===== src/rtl/bps_pkg.sv =====
package bps_pkg;

    typedef enum logic {
        SEL_PARK_LOW = 1'b0,
        SEL_WDATA    = 1'b1
    } drv_sel_e;

    function automatic int unsigned bps_max(input int unsigned a, input int unsigned b);
        return (a > b) ? a : b;
    endfunction

endpackage


===== src/rtl/bps_cfg_regs.sv =====
module bps_cfg_regs #(
    parameter int unsigned GB_W       = 4,
    parameter int unsigned LAT_W      = 4,
    parameter int unsigned LEAD_DEF   = 1,
    parameter int unsigned TRAIL_DEF  = 3,
    parameter int unsigned RD_LAT_DEF = 5
) (
    input  logic             clk,
    input  logic             rst_n,
    input  logic             cfg_we,
    input  logic [GB_W-1:0]  cfg_lead_i,
    input  logic [GB_W-1:0]  cfg_trail_i,
    input  logic [LAT_W-1:0] cfg_rd_lat_i,
    output logic [GB_W-1:0]  lead_o,
    output logic [GB_W-1:0]  trail_o,
    output logic [LAT_W-1:0] rd_lat_o
);

    typedef struct packed {
        logic [GB_W-1:0]  lead;
        logic [GB_W-1:0]  trail;
        logic [LAT_W-1:0] rd_lat;
    } cfg_t;

    cfg_t cfg_d, cfg_q;

    always_comb begin
        cfg_d = cfg_q;
        if (cfg_we) begin
            cfg_d.lead   = cfg_lead_i;
            cfg_d.trail  = cfg_trail_i;
            cfg_d.rd_lat = cfg_rd_lat_i;
        end
    end

    always_ff @(posedge clk) begin
        if (!rst_n) begin
            cfg_q.lead   <= GB_W'(LEAD_DEF);
            cfg_q.trail  <= GB_W'(TRAIL_DEF);
            cfg_q.rd_lat <= LAT_W'(RD_LAT_DEF);
        end else begin
            cfg_q <= cfg_d;
        end
    end

    assign lead_o   = cfg_q.lead;
    assign trail_o  = cfg_q.trail;
    assign rd_lat_o = cfg_q.rd_lat;

    AST_CFG_HOLD: assert property (@(posedge clk) disable iff (!rst_n)
        !cfg_we |=> $stable(cfg_q));

endmodule


===== src/rtl/bps_window_gen.sv =====
module bps_window_gen #(
    parameter int unsigned GB_W        = 4,
    parameter int unsigned LAT_W       = 4,
    parameter int unsigned RT_OFS_HALF = 1,
    parameter int unsigned BURST_HALF  = 2,
    parameter int unsigned TL_DEPTH    = 35
) (
    input  logic [GB_W-1:0]     lead_i,
    input  logic [GB_W-1:0]     trail_i,
    input  logic [LAT_W-1:0]    rd_lat_i,
    output logic [TL_DEPTH-1:0] mask_o
);

    localparam int unsigned IDX_W = $clog2(TL_DEPTH) + 2;

    logic [IDX_W-1:0] l_tot;
    logic [IDX_W-1:0] lead_eff;
    logic [IDX_W-1:0] lo_idx;
    logic [IDX_W-1:0] hi_idx;

    always_comb begin
        l_tot = IDX_W'(rd_lat_i) + IDX_W'(RT_OFS_HALF);
        if (l_tot == '0) begin
            l_tot = IDX_W'(1);
        end
        // a lead reaching back past the command is clipped
        if (IDX_W'(lead_i) >= l_tot) begin
            lead_eff = l_tot - IDX_W'(1);
        end else begin
            lead_eff = IDX_W'(lead_i);
        end
        lo_idx = l_tot - lead_eff - IDX_W'(1);
        hi_idx = l_tot + IDX_W'(BURST_HALF) + IDX_W'(trail_i) - IDX_W'(2);
        for (int i = 0; i < int'(TL_DEPTH); i++) begin
            mask_o[i] = (IDX_W'(i) >= lo_idx) && (IDX_W'(i) <= hi_idx);
        end
    end

endmodule


===== src/rtl/bps_timeline.sv =====
module bps_timeline #(
    parameter int unsigned TL_DEPTH = 35
) (
    input  logic                clk,
    input  logic                rst_n,
    input  logic                rd_cmd_i,
    input  logic [TL_DEPTH-1:0] mask_i,
    output logic                busy_next_o,
    output logic                term_en_o
);

    // bit i of the state: termination wanted i half cycles after the current one
    typedef struct packed {
        logic [TL_DEPTH-1:0] slots;
    } tl_t;

    tl_t tl_d, tl_q;

    always_comb begin
        tl_d.slots = tl_q.slots >> 1;
        if (rd_cmd_i) begin
            tl_d.slots = tl_d.slots | mask_i;
        end
    end

    always_ff @(posedge clk) begin
        if (!rst_n) begin
            tl_q <= '0;
        end else begin
            tl_q <= tl_d;
        end
    end

    assign busy_next_o = tl_d.slots[0];
    assign term_en_o   = tl_q.slots[0];

    AST_TERM_NEEDS_READ: assert property (@(posedge clk) disable iff (!rst_n)
        (!rd_cmd_i && !tl_q.slots[1]) |=> !term_en_o);

endmodule


===== src/rtl/bps_wr_pacer.sv =====
module bps_wr_pacer #(
    parameter int unsigned WR_DEPTH = 15
) (
    input  logic clk,
    input  logic rst_n,
    input  logic wr_valid_i,
    input  logic busy_next_i,
    output logic drive_en_o,
    output logic drive_sel_o
);

    import bps_pkg::*;

    localparam int unsigned CNT_W = $clog2(WR_DEPTH + 1);

    typedef struct packed {
        logic [CNT_W-1:0] pend;
        logic             drv;
        drv_sel_e         sel;
    } pacer_t;

    pacer_t pc_d, pc_q;
    logic   issue;

    always_comb begin
        pc_d  = pc_q;
        issue = !busy_next_i && ((pc_q.pend != '0) || wr_valid_i);
        pc_d.pend = pc_q.pend + CNT_W'(wr_valid_i) - CNT_W'(issue);
        pc_d.drv  = !busy_next_i;
        pc_d.sel  = issue ? SEL_WDATA : SEL_PARK_LOW;
    end

    always_ff @(posedge clk) begin
        if (!rst_n) begin
            pc_q.pend <= '0;
            pc_q.drv  <= 1'b1;
            pc_q.sel  <= SEL_PARK_LOW;
        end else begin
            pc_q <= pc_d;
        end
    end

    assign drive_en_o  = pc_q.drv;
    assign drive_sel_o = pc_q.sel;

    AST_NO_OVERFLOW: assert property (@(posedge clk) disable iff (!rst_n)
        !(wr_valid_i && (pc_q.pend == CNT_W'(WR_DEPTH))));

endmodule


===== src/rtl/bus_park_sched.sv =====
module bus_park_sched #(
    parameter int unsigned GB_W        = 4,
    parameter int unsigned LAT_W       = 4,
    parameter int unsigned RT_OFS_HALF = 1,
    parameter int unsigned BURST_HALF  = 2,
    parameter int unsigned LEAD_DEF    = 1,
    parameter int unsigned TRAIL_DEF   = 3,
    parameter int unsigned RD_LAT_DEF  = 5,
    parameter int unsigned WR_DEPTH    = 15
) (
    input  logic             clk,
    input  logic             rst_n,
    input  logic             cfg_we,
    input  logic [GB_W-1:0]  cfg_lead_i,
    input  logic [GB_W-1:0]  cfg_trail_i,
    input  logic [LAT_W-1:0] cfg_rd_lat_i,
    input  logic             rd_cmd_i,
    input  logic             wr_valid_i,
    output logic             drive_en_o,
    output logic             drive_sel_o,
    output logic             term_en_o
);

    localparam int unsigned TL_DEPTH = bps_pkg::bps_max(2,
        (1 << LAT_W) + RT_OFS_HALF + BURST_HALF + (1 << GB_W));

    logic [GB_W-1:0]     lead;
    logic [GB_W-1:0]     trail;
    logic [LAT_W-1:0]    rd_lat;
    logic [TL_DEPTH-1:0] win_mask;
    logic                busy_next;

    bps_cfg_regs #(
        .GB_W(GB_W), .LAT_W(LAT_W), .LEAD_DEF(LEAD_DEF),
        .TRAIL_DEF(TRAIL_DEF), .RD_LAT_DEF(RD_LAT_DEF)
    ) cfg_i (
        .clk(clk), .rst_n(rst_n), .cfg_we(cfg_we),
        .cfg_lead_i(cfg_lead_i), .cfg_trail_i(cfg_trail_i), .cfg_rd_lat_i(cfg_rd_lat_i),
        .lead_o(lead), .trail_o(trail), .rd_lat_o(rd_lat)
    );

    bps_window_gen #(
        .GB_W(GB_W), .LAT_W(LAT_W), .RT_OFS_HALF(RT_OFS_HALF),
        .BURST_HALF(BURST_HALF), .TL_DEPTH(TL_DEPTH)
    ) win_i (
        .lead_i(lead), .trail_i(trail), .rd_lat_i(rd_lat), .mask_o(win_mask)
    );

    bps_timeline #(
        .TL_DEPTH(TL_DEPTH)
    ) tl_i (
        .clk(clk), .rst_n(rst_n), .rd_cmd_i(rd_cmd_i), .mask_i(win_mask),
        .busy_next_o(busy_next), .term_en_o(term_en_o)
    );

    bps_wr_pacer #(
        .WR_DEPTH(WR_DEPTH)
    ) pacer_i (
        .clk(clk), .rst_n(rst_n), .wr_valid_i(wr_valid_i), .busy_next_i(busy_next),
        .drive_en_o(drive_en_o), .drive_sel_o(drive_sel_o)
    );

    AST_BUS_EXCLUSIVE: assert property (@(posedge clk) disable iff (!rst_n)
        !(drive_en_o && term_en_o));
    AST_BUS_NEVER_FLOAT: assert property (@(posedge clk) disable iff (!rst_n)
        (drive_en_o || term_en_o));
    AST_SEL_NEEDS_DRIVE: assert property (@(posedge clk) disable iff (!rst_n)
        drive_sel_o |-> drive_en_o);

endmodule


===== config.mk =====
export PLATFORM = sky130hd
export DESIGN_NAME = bus_park_sched
export DESIGN_NICKNAME = d
export VERILOG_FILES = /design/src/rtl/bps_pkg.sv /design/src/rtl/bps_cfg_regs.sv /design/src/rtl/bps_window_gen.sv /design/src/rtl/bps_timeline.sv /design/src/rtl/bps_wr_pacer.sv /design/src/rtl/bus_park_sched.sv
export SDC_FILE = /design/constraint.sdc
export NUM_CORES = 1
export LEC_CHECK = 0
export BUFFER_PORTS_ARGS = -buffer_cell sky130_fd_sc_hd__buf_2
export CAP_MARGIN = 10
export CORE_MARGIN = 2
export CORE_UTILIZATION = 45
export CTS_BUF_LIST = sky130_fd_sc_hd__clkbuf_8
export DETAILED_ROUTE_END_ITERATION = 16
export MAX_ROUTING_LAYER = met4
export PLACE_DENSITY = 0.59
export SLEW_MARGIN = 20
export SYNTH_ARGS = -nofsm -noshare
export SYNTH_HDL_FRONTEND = slang
export SYNTH_HIERARCHICAL = 1
export SYNTH_SLANG_ARGS = --single-unit

===== constraint.sdc =====
create_clock -name clk -period 15.2 [get_ports clk]
set_input_delay 0 -clock clk [delete_from_list [all_inputs] [get_ports clk]]
set_output_delay 0 -clock clk [all_outputs]
set_load 0.02 [all_outputs]

# ---- Word level (Yosys, flattened, before mapping)
# Cells that the tools add are included.
dict set report word_totals {
  ff_bits 53
  out_inout_bits 3
  elab_cells 134
}
dict set report classes {
  addsub 9
  magnitude_cmp 71
  n_mux 4
  bitwise 1
  reduce_logical 41
}
# cell count
set ops {}
lappend ops {{5-bit by 8-bit >= comparator with 1-bit output, first input constant} 16}
lappend ops {{5-bit by 8-bit less-or-equal comparator with 1-bit output, first input constant} 16}
lappend ops {{4-bit by 8-bit >= comparator with 1-bit output, first input constant} 8}
lappend ops {{4-bit by 8-bit less-or-equal comparator with 1-bit output, first input constant} 8}
lappend ops {{1-bit logical AND} 36}
lappend ops {{34-bit by 35-bit OR with 35-bit output} 1}
lappend ops {{34-bit 2-to-1 mux} 1}
lappend ops {{3-bit by 8-bit >= comparator with 1-bit output, first input constant} 4}
lappend ops {{3-bit by 8-bit less-or-equal comparator with 1-bit output, first input constant} 4}
lappend ops {{6-bit by 8-bit >= comparator with 1-bit output, first input constant} 3}
lappend ops {{6-bit by 8-bit less-or-equal comparator with 1-bit output, first input constant} 3}
lappend ops {{1-bit by 8-bit >= comparator with 1-bit output, first input constant} 2}
lappend ops {{2-bit by 8-bit >= comparator with 1-bit output, first input constant} 2}
lappend ops {{1-bit by 8-bit less-or-equal comparator with 1-bit output, first input constant} 2}
lappend ops {{2-bit by 8-bit less-or-equal comparator with 1-bit output, first input constant} 2}
lappend ops {{8-bit 2-to-1 mux} 2}
lappend ops {{8-bit by 1-bit subtractor with 8-bit output, second input constant} 2}
lappend ops {{8-bit by 2-bit adder with 8-bit output, second input constant} 1}
lappend ops {{8-bit by 4-bit adder with 8-bit output} 1}
lappend ops {{4-bit by 8-bit >= comparator with 1-bit output} 1}
lappend ops {{8-bit zero test} 1}
lappend ops {{8-bit by 2-bit subtractor with 8-bit output, second input constant} 1}
lappend ops {{8-bit subtractor} 1}
lappend ops {{4-bit by 1-bit adder with 5-bit output, second input constant} 1}
lappend ops {{other kinds (7)} 7}

# ---- Depth between registers and ports, before layout
dict set report depth {
  depth_word 14
  ltp_mapped 25
}

# ---- Hierarchy
# The synthesis kept the hierarchy.
# mod instances cells_per_inst area_each_um2 seq_area_each_um2
set by_module_without_submodules {}
lappend by_module_without_submodules {bps_window_gen 1 201 1366.3 0.0}
lappend by_module_without_submodules {bps_timeline 1 111 1163.6 700.7}
lappend by_module_without_submodules {bps_cfg_regs 1 38 437.9 240.2}
lappend by_module_without_submodules {bps_wr_pacer 1 32 312.8 120.1}

# ---- Least setup slack after synthesis
# No wires, ideal clock.
dict set report synth_timing {
  path_type {register to register}
  start {register cfg_i/rd_lat_o[0] (netlist name)}
  end {register pacer_i/pc_q[4] (netlist name)}
  setup_ns 0.115
  t_arrival_ns 5.527
  slack_ns 9.558
  stages_incl_launch_ff 26
  n_path_buf 0
  period_less_slack_ns 5.642
  path_cell_list {dfxtp_1 ha_1 nand2_1 o31ai_1 ha_1 nand2b_1 a2111oi_2 or2_2 nor2_1 mux2i_1 ha_1 fa_1 and3_1 a221o_1 nand2_1 a2bb2oi_2 nor4_1 a21o_1 a31oi_1 ha_1 inv_1 ha_1 inv_1 fa_1 xnor2_1 and2_1}
}
dict set report synth_via {
  elab_chain_cells 14
  word_cells_on_any_way 19
  cone_classes {add/sub: 8; order compare: 3; mux: 3; bitwise: 1; reduce/logical: 4}
}
# element line
set synth_rtl {}
lappend synth_rtl {{4-bit by 1-bit adder with 5-bit output (*)} bps_window_gen.sv:22} ;# l_tot = IDX_W'(rd_lat_i) + IDX_W'(RT_OFS_HALF);
lappend synth_rtl {{8-bit zero test} bps_window_gen.sv:23} ;# if (l_tot == '0) begin
lappend synth_rtl {{8-bit 2-to-1 mux (*)} bps_window_gen.sv:23}
lappend synth_rtl {{8-bit by 1-bit subtractor with 8-bit output / 4-bit by 8-bit >= comparator with 1-bit output (equally long branches)} {bps_window_gen.sv:28, bps_window_gen.sv:27}}
lappend synth_rtl {{8-bit 2-to-1 mux} bps_window_gen.sv:27} ;# if (IDX_W'(lead_i) >= l_tot) begin
lappend synth_rtl {{8-bit subtractor} bps_window_gen.sv:32} ;# lo_idx = l_tot - lead_eff - IDX_W'(1);
lappend synth_rtl {{8-bit by 1-bit subtractor with 8-bit output} bps_window_gen.sv:32}
lappend synth_rtl {{1-bit by 8-bit >= comparator with 1-bit output} bps_window_gen.sv:35} ;# mask_o[i] = (IDX_W'(i) >= lo_idx) && (IDX_W'(i) <= hi_idx);
lappend synth_rtl {{1-bit logical AND (*)} bps_window_gen.sv:35}
lappend synth_rtl {{via win_mask[0]} bus_park_sched.sv:30} ;# logic [TL_DEPTH-1:0] win_mask;
lappend synth_rtl {{34-bit by 35-bit OR with 35-bit output (*)} bps_timeline.sv:22} ;# tl_d.slots = tl_d.slots | mask_i;
lappend synth_rtl {{34-bit 2-to-1 mux (*)} bps_timeline.sv:21} ;# if (rd_cmd_i) begin
lappend synth_rtl {{via busy_next} bus_park_sched.sv:31} ;# logic busy_next;
lappend synth_rtl {{1-bit zero test (*)} bps_wr_pacer.sv:27} ;# issue = !busy_next_i && ((pc_q.pend != '0) || wr_valid_i);
lappend synth_rtl {{1-bit logical AND (*)} bps_wr_pacer.sv:27}
lappend synth_rtl {{via pacer_i.issue} bps_wr_pacer.sv:23} ;# logic issue;
lappend synth_rtl {{4-bit by 1-bit subtractor with 4-bit output (*)} bps_wr_pacer.sv:28} ;# pc_d.pend = pc_q.pend + CNT_W'(wr_valid_i) - CNT_W'(issue);
lappend synth_rtl {{end signal: assignment} bps_wr_pacer.sv:39} ;# pc_q <= pc_d;
lappend synth_rtl {{end: declaration} bps_wr_pacer.sv:22} ;# pacer_t pc_d, pc_q;
# Mark *: on every way through the listed nets, which the timed path passes. The rest lies on a longest branch.
# A chain may end at the register's enable or synchronous reset.

# ---- Worst setup path in the final report
dict set report layout_timing {
  start {register cfg_i/rd_lat_o[0] (netlist name)}
  end {register pacer_i/pc_q[4] (netlist name)}
}
dict set report layout_via {
  elab_chain_cells 14
  word_cells_on_any_way 19
  cone_classes {add/sub: 8; order compare: 3; mux: 3; bitwise: 1; reduce/logical: 4}
}
# element line
set layout_rtl {}
lappend layout_rtl {{4-bit by 1-bit adder with 5-bit output (*)} bps_window_gen.sv:22}
lappend layout_rtl {{8-bit zero test} bps_window_gen.sv:23}
lappend layout_rtl {{8-bit 2-to-1 mux (*)} bps_window_gen.sv:23}
lappend layout_rtl {{8-bit by 1-bit subtractor with 8-bit output / 4-bit by 8-bit >= comparator with 1-bit output (equally long branches)} {bps_window_gen.sv:28, bps_window_gen.sv:27}}
lappend layout_rtl {{8-bit 2-to-1 mux} bps_window_gen.sv:27}
lappend layout_rtl {{8-bit subtractor} bps_window_gen.sv:32}
lappend layout_rtl {{8-bit by 1-bit subtractor with 8-bit output} bps_window_gen.sv:32}
lappend layout_rtl {{1-bit by 8-bit >= comparator with 1-bit output} bps_window_gen.sv:35}
lappend layout_rtl {{1-bit logical AND (*)} bps_window_gen.sv:35}
lappend layout_rtl {{via win_mask[0]} bus_park_sched.sv:30}
lappend layout_rtl {{34-bit by 35-bit OR with 35-bit output (*)} bps_timeline.sv:22}
lappend layout_rtl {{34-bit 2-to-1 mux (*)} bps_timeline.sv:21}
lappend layout_rtl {{via busy_next} bus_park_sched.sv:31}
lappend layout_rtl {{1-bit zero test (*)} bps_wr_pacer.sv:27}
lappend layout_rtl {{1-bit logical AND (*)} bps_wr_pacer.sv:27}
lappend layout_rtl {{via pacer_i.issue} bps_wr_pacer.sv:23}
lappend layout_rtl {{4-bit by 1-bit subtractor with 4-bit output (*)} bps_wr_pacer.sv:28}
# Marked as above.

==> results.txt <==
----------------------------------------------------
[Synth]
  Sequential-to-total area share from yosys stat ... 32.3%
  Synthesized instance count ... 382
  Synthesized area ... 3280 µm²
  Distinct cell type count after synthesis ... 51
  Async set-reset flop share out of synthesis ... 0%
  Number of synthesized flops with an enable pin ... 0
  Synthesized area divided by synthesized cell count ... 8.59 µm²
  Count of synthesis-stage warnings from yosys ... 6
  Flip-flop cell with the highest count after synthesis ... sky130_fd_sc_hd__dfxtp_1
  Net count of the mapped netlist ... 421
  Number of synthesized register bits ... 53

[Detailed routing]
  WL per Instance ... between 10 and 15 µm
  Number of design-rule violations left by the first detailed-router iteration ... about 190
  Average via count per standard cell ... 5.40
  Routed via count ... 2,714
  Pre-antenna DRT Iters ... 4
  Post-detailed-route DRC marker count ... 0
  Total Wirelength ... between 7000 and 8000 µm
  Number of nets still failing antenna checks after routing ... 0

[Placed design]
  IO Port Bufs ... 19
  Final estimated routing congestion in global placement ... 0.962
  Worst-case setup slack after placement ... between 8 and 9 ns
  HPWL after DPL ... 5280 µm

[Setup path]
  CP max-delay cell ... sky130_fd_sc_hd__o31ai_1
  Crit path arrival time ... 6.90 ns
  Nature of the critical path endpoint ... flop
  Type of the worst setup path ... reg2reg
  Biggest cell delay along the critical path ... 0.62 ns
  Largest fanout on the critical path ... 16
  Data required time of the critical path ... 15.42 ns
  Critical Path Most Common Cell ... sky130_fd_sc_hd__ha_1
  CP startpoint kind ... flop

[Clock tree]
  Buffers from clock root to sink, at most ... 2
  Number of levels in the clock H-tree ... 2
  Clock sink count ... 53
  Count of cells resized by post-cts repair ... 0
  Number of hold-repair buffers added at the cts stage ... 12
  Setup repair bufs after CTS ... 0
  Reg clk slew, reported paths ... 0.11 ns
  Clock insertion delay at the later pin of the skew report ... just over 0.3 ns
  Number of buffers created by CTS ... 5
  CTS tree ... built
  Buffer type at the clock tree root ... sky130_fd_sc_hd__clkbuf_8

[Layout]
  Layout area overhead ... 9.19%
  Most common cell after layout, fill and taps aside ... sky130_fd_sc_hd__dfxtp_1
  Commonest cells after routing, fill and taps aside ... 53 x sky130_fd_sc_hd__dfxtp_1, 52 x sky130_fd_sc_hd__a21oi_1, 46 x sky130_fd_sc_hd__nor2b_1, 28 x sky130_fd_sc_hd__nor2_1, 23 x sky130_fd_sc_hd__nand2_1
  Fraction of final layout cells with drive strength greater than 1 ... 9.90%
  Nets@finish ... 442
  Final cell utilization of the core ... 50.2%
  N_diodes ... 0

[Timing]
  RSZ-0062 raised after global routing ... no
  Worst setup skew after layout ... 0.0106 ns
  Post-route worst setup slack ... between 8 and 9 ns
  Relative slew slack ... 44.3%
  Final hold violation count ... 0
  Slew at the pin closest to its max-slew limit ... about 0.83 ns
  # setup viols final ... 0
  Part of the cycle the worst path needs ... about 44%
  FMAX ... approximately 0.15 GHz
  Max-slew violation total from the final report ... 0
  Time the final worst path needs with I/O delays and setup ... 6.68 ns
  Setup TNS ... 0 ns

[Power]
  Leak ... roughly 1.4 nW
  Sw frac ... 41.0%
  Power density of the placed cells ... 136 nW/µm²
  Share of total power in sequential cells ... 33.7%
  Gate power share ... between 40% and 50%
  Maximum vdd drop ... 0.0000737 V
  P_sw ... 0.000200 W
  Clk network pwr share ... 18.1%
  Total internal power ... 0.000288 W

[Global routing]
  Total overflow reported by the global router ... 0
  Antenna violations before repair ... 0
  Total global routing track utilization ... 20.9%
  Via count of the first global-routing pass ... approximately 2,600
  Global-route wire length before repair ... about 13,000 µm
  Largest net degree at the start of global routing ... 55

[Floorplanning]
  Starting density of the core ... between 40% and 50%
  X dimension of the die ... 89.4 µm
  Total number of placement rows ... 31
  Total Die Area ... 7990 µm²
  Die Y ... 89.4 µm
  Number of ports placed on the die boundary ... 20
  Area of the core ... approximately 7000 µm²

[Run]
  Number of maximum-capacitance violations ... 0

[Hold path]
  Type of the most critical hold path ... in2reg

[Run status]
  Outcome ... finished clean

----------------------------------------------------
-- sequential cells by signal (all words and copies together) (netlist names) --
name and count:
cfg_i/lead_o 4, cfg_i/rd_lat_o 4, cfg_i/trail_o 4, pacer_i/drive_en_o 1
pacer_i/drive_sel_o 1, pacer_i/pc_q 4, tl_i/tl_q 35
-- cell type report --
| cell class | count | area, µm² |
|---|---|---|
| sequential | 53 | 1060 |
| tap | 99 | 124 |
| inverter | 16 | 60.1 |
| multi-input combinational | 295 | 2010 |
| timing repair buffer | 32 | 223 |
| fill | 720 | 3550 |
| clock buffer | 6 | 82.6 |
| clock inverter | 2 | 17.5 |
-- worst max-delay path: cells and delay by family (launching register included) --
family / cells / cell delay (ns)
compound gates: 6 / 2.45
fa+ha+maj: 7 / 2.09
simple gates: 8 / 1.14
flops: 1 / 0.47
mux: 1 / 0.16
xor+xnor: 1 / 0.13
buf+inv: 2 / 0.11
-- through the flow --
step | area (µm²) | instances | hold WS (ns) | total power, W
2_1_floorplan | 3280 | 382 | 0.0690 | 0.000352
3_3_place_gp | 3360 | 483 | 0.219 | 0.000393
3_5_place_dp | 3360 | 483 | 0.223 | 0.000397
4_1_cts | 3580 | 503 | 0.0289 | 0.000489
5_1_grt | 3580 | 503 | 0.0421 | 0.000528
6_report | 3580 | 503 | 0.0276 | 0.000488
-- power by group through the flow --
stage / registers, W / clock network (W) / logic [W]
global route: 0.000167 / 0.0000954 / 0.000266
detailed placement: 0.000168 / 0 / 0.000230
global placement: 0.000168 / 0 / 0.000225
finish: 0.000165 / 0.0000881 / 0.000235
floorplan: 0.000168 / 0 / 0.000184
CTS: 0.000165 / 0.0000910 / 0.000233
-- metal layers --
layer  up-vias  routed length (µm)  track usage [%]
met1      1255                3600             27.7
met5         -                   0                -
met2        69                3420             33.4
li1       1381                   -                -
met4         0                  87             5.29
met3         9                 346             3.05
-- path summary, 6_finish.rpt --
path                     startpoint              end  slack (ns)  cells after the start
setup / recovery  cfg_i/rd_lat_o[0]  pacer_i/pc_q[4]        8.52                     25
hold / removal           wr_valid_i  pacer_i/pc_q[2]        0.03                      3
setup reg to reg  cfg_i/rd_lat_o[0]  pacer_i/pc_q[4]        8.52                     25
hold reg to reg       tl_i/tl_q[12]    tl_i/tl_q[11]        0.46                      2
-- Yosys cell counts (all sizes together), types with 3 or more instances --
cell type | count | area share, %
buf | 13 | 3.9
a221oi | 5 | 1.5
and3 | 3 | 0.57
o21ai | 7 | 1.1
inv | 16 | 1.8
or2 | 3 | 0.57
a211oi | 7 | 1.6
nand3 | 3 | 0.46
nor2b | 46 | 8.8
a2111oi | 3 | 1.4
or3 | 3 | 0.57
fa | 3 | 1.8
mux2i | 16 | 4.9
xnor2 | 11 | 2.9
a21oi | 53 | 8.2
xor2 | 4 | 1.1
ha | 19 | 7.2
dfxtp | 53 | 32
clkbuf | 5 | 0.57
nand2b | 6 | 1.4
nor2 | 28 | 3.2
a21o | 6 | 1.4
and2 | 6 | 1.1
nor3 | 14 | 2.1
nand2 | 23 | 2.6
-- cell families (layout without fill, tap and decap cells) --
group	count (synthesis)	count (layout)	share of synthesized area, %
AOI/OAI and AO/OA	101	101	20.6
and+or+nand+nor	141	141	22.8
buffers and inverters	34	56	6.25
muxes	16	16	4.88
adders and majority gates	22	22	9.08
xor gates and xnor gates	15	15	4.00
DFF	53	53	32.3
(Power assumes the default switching activity.)
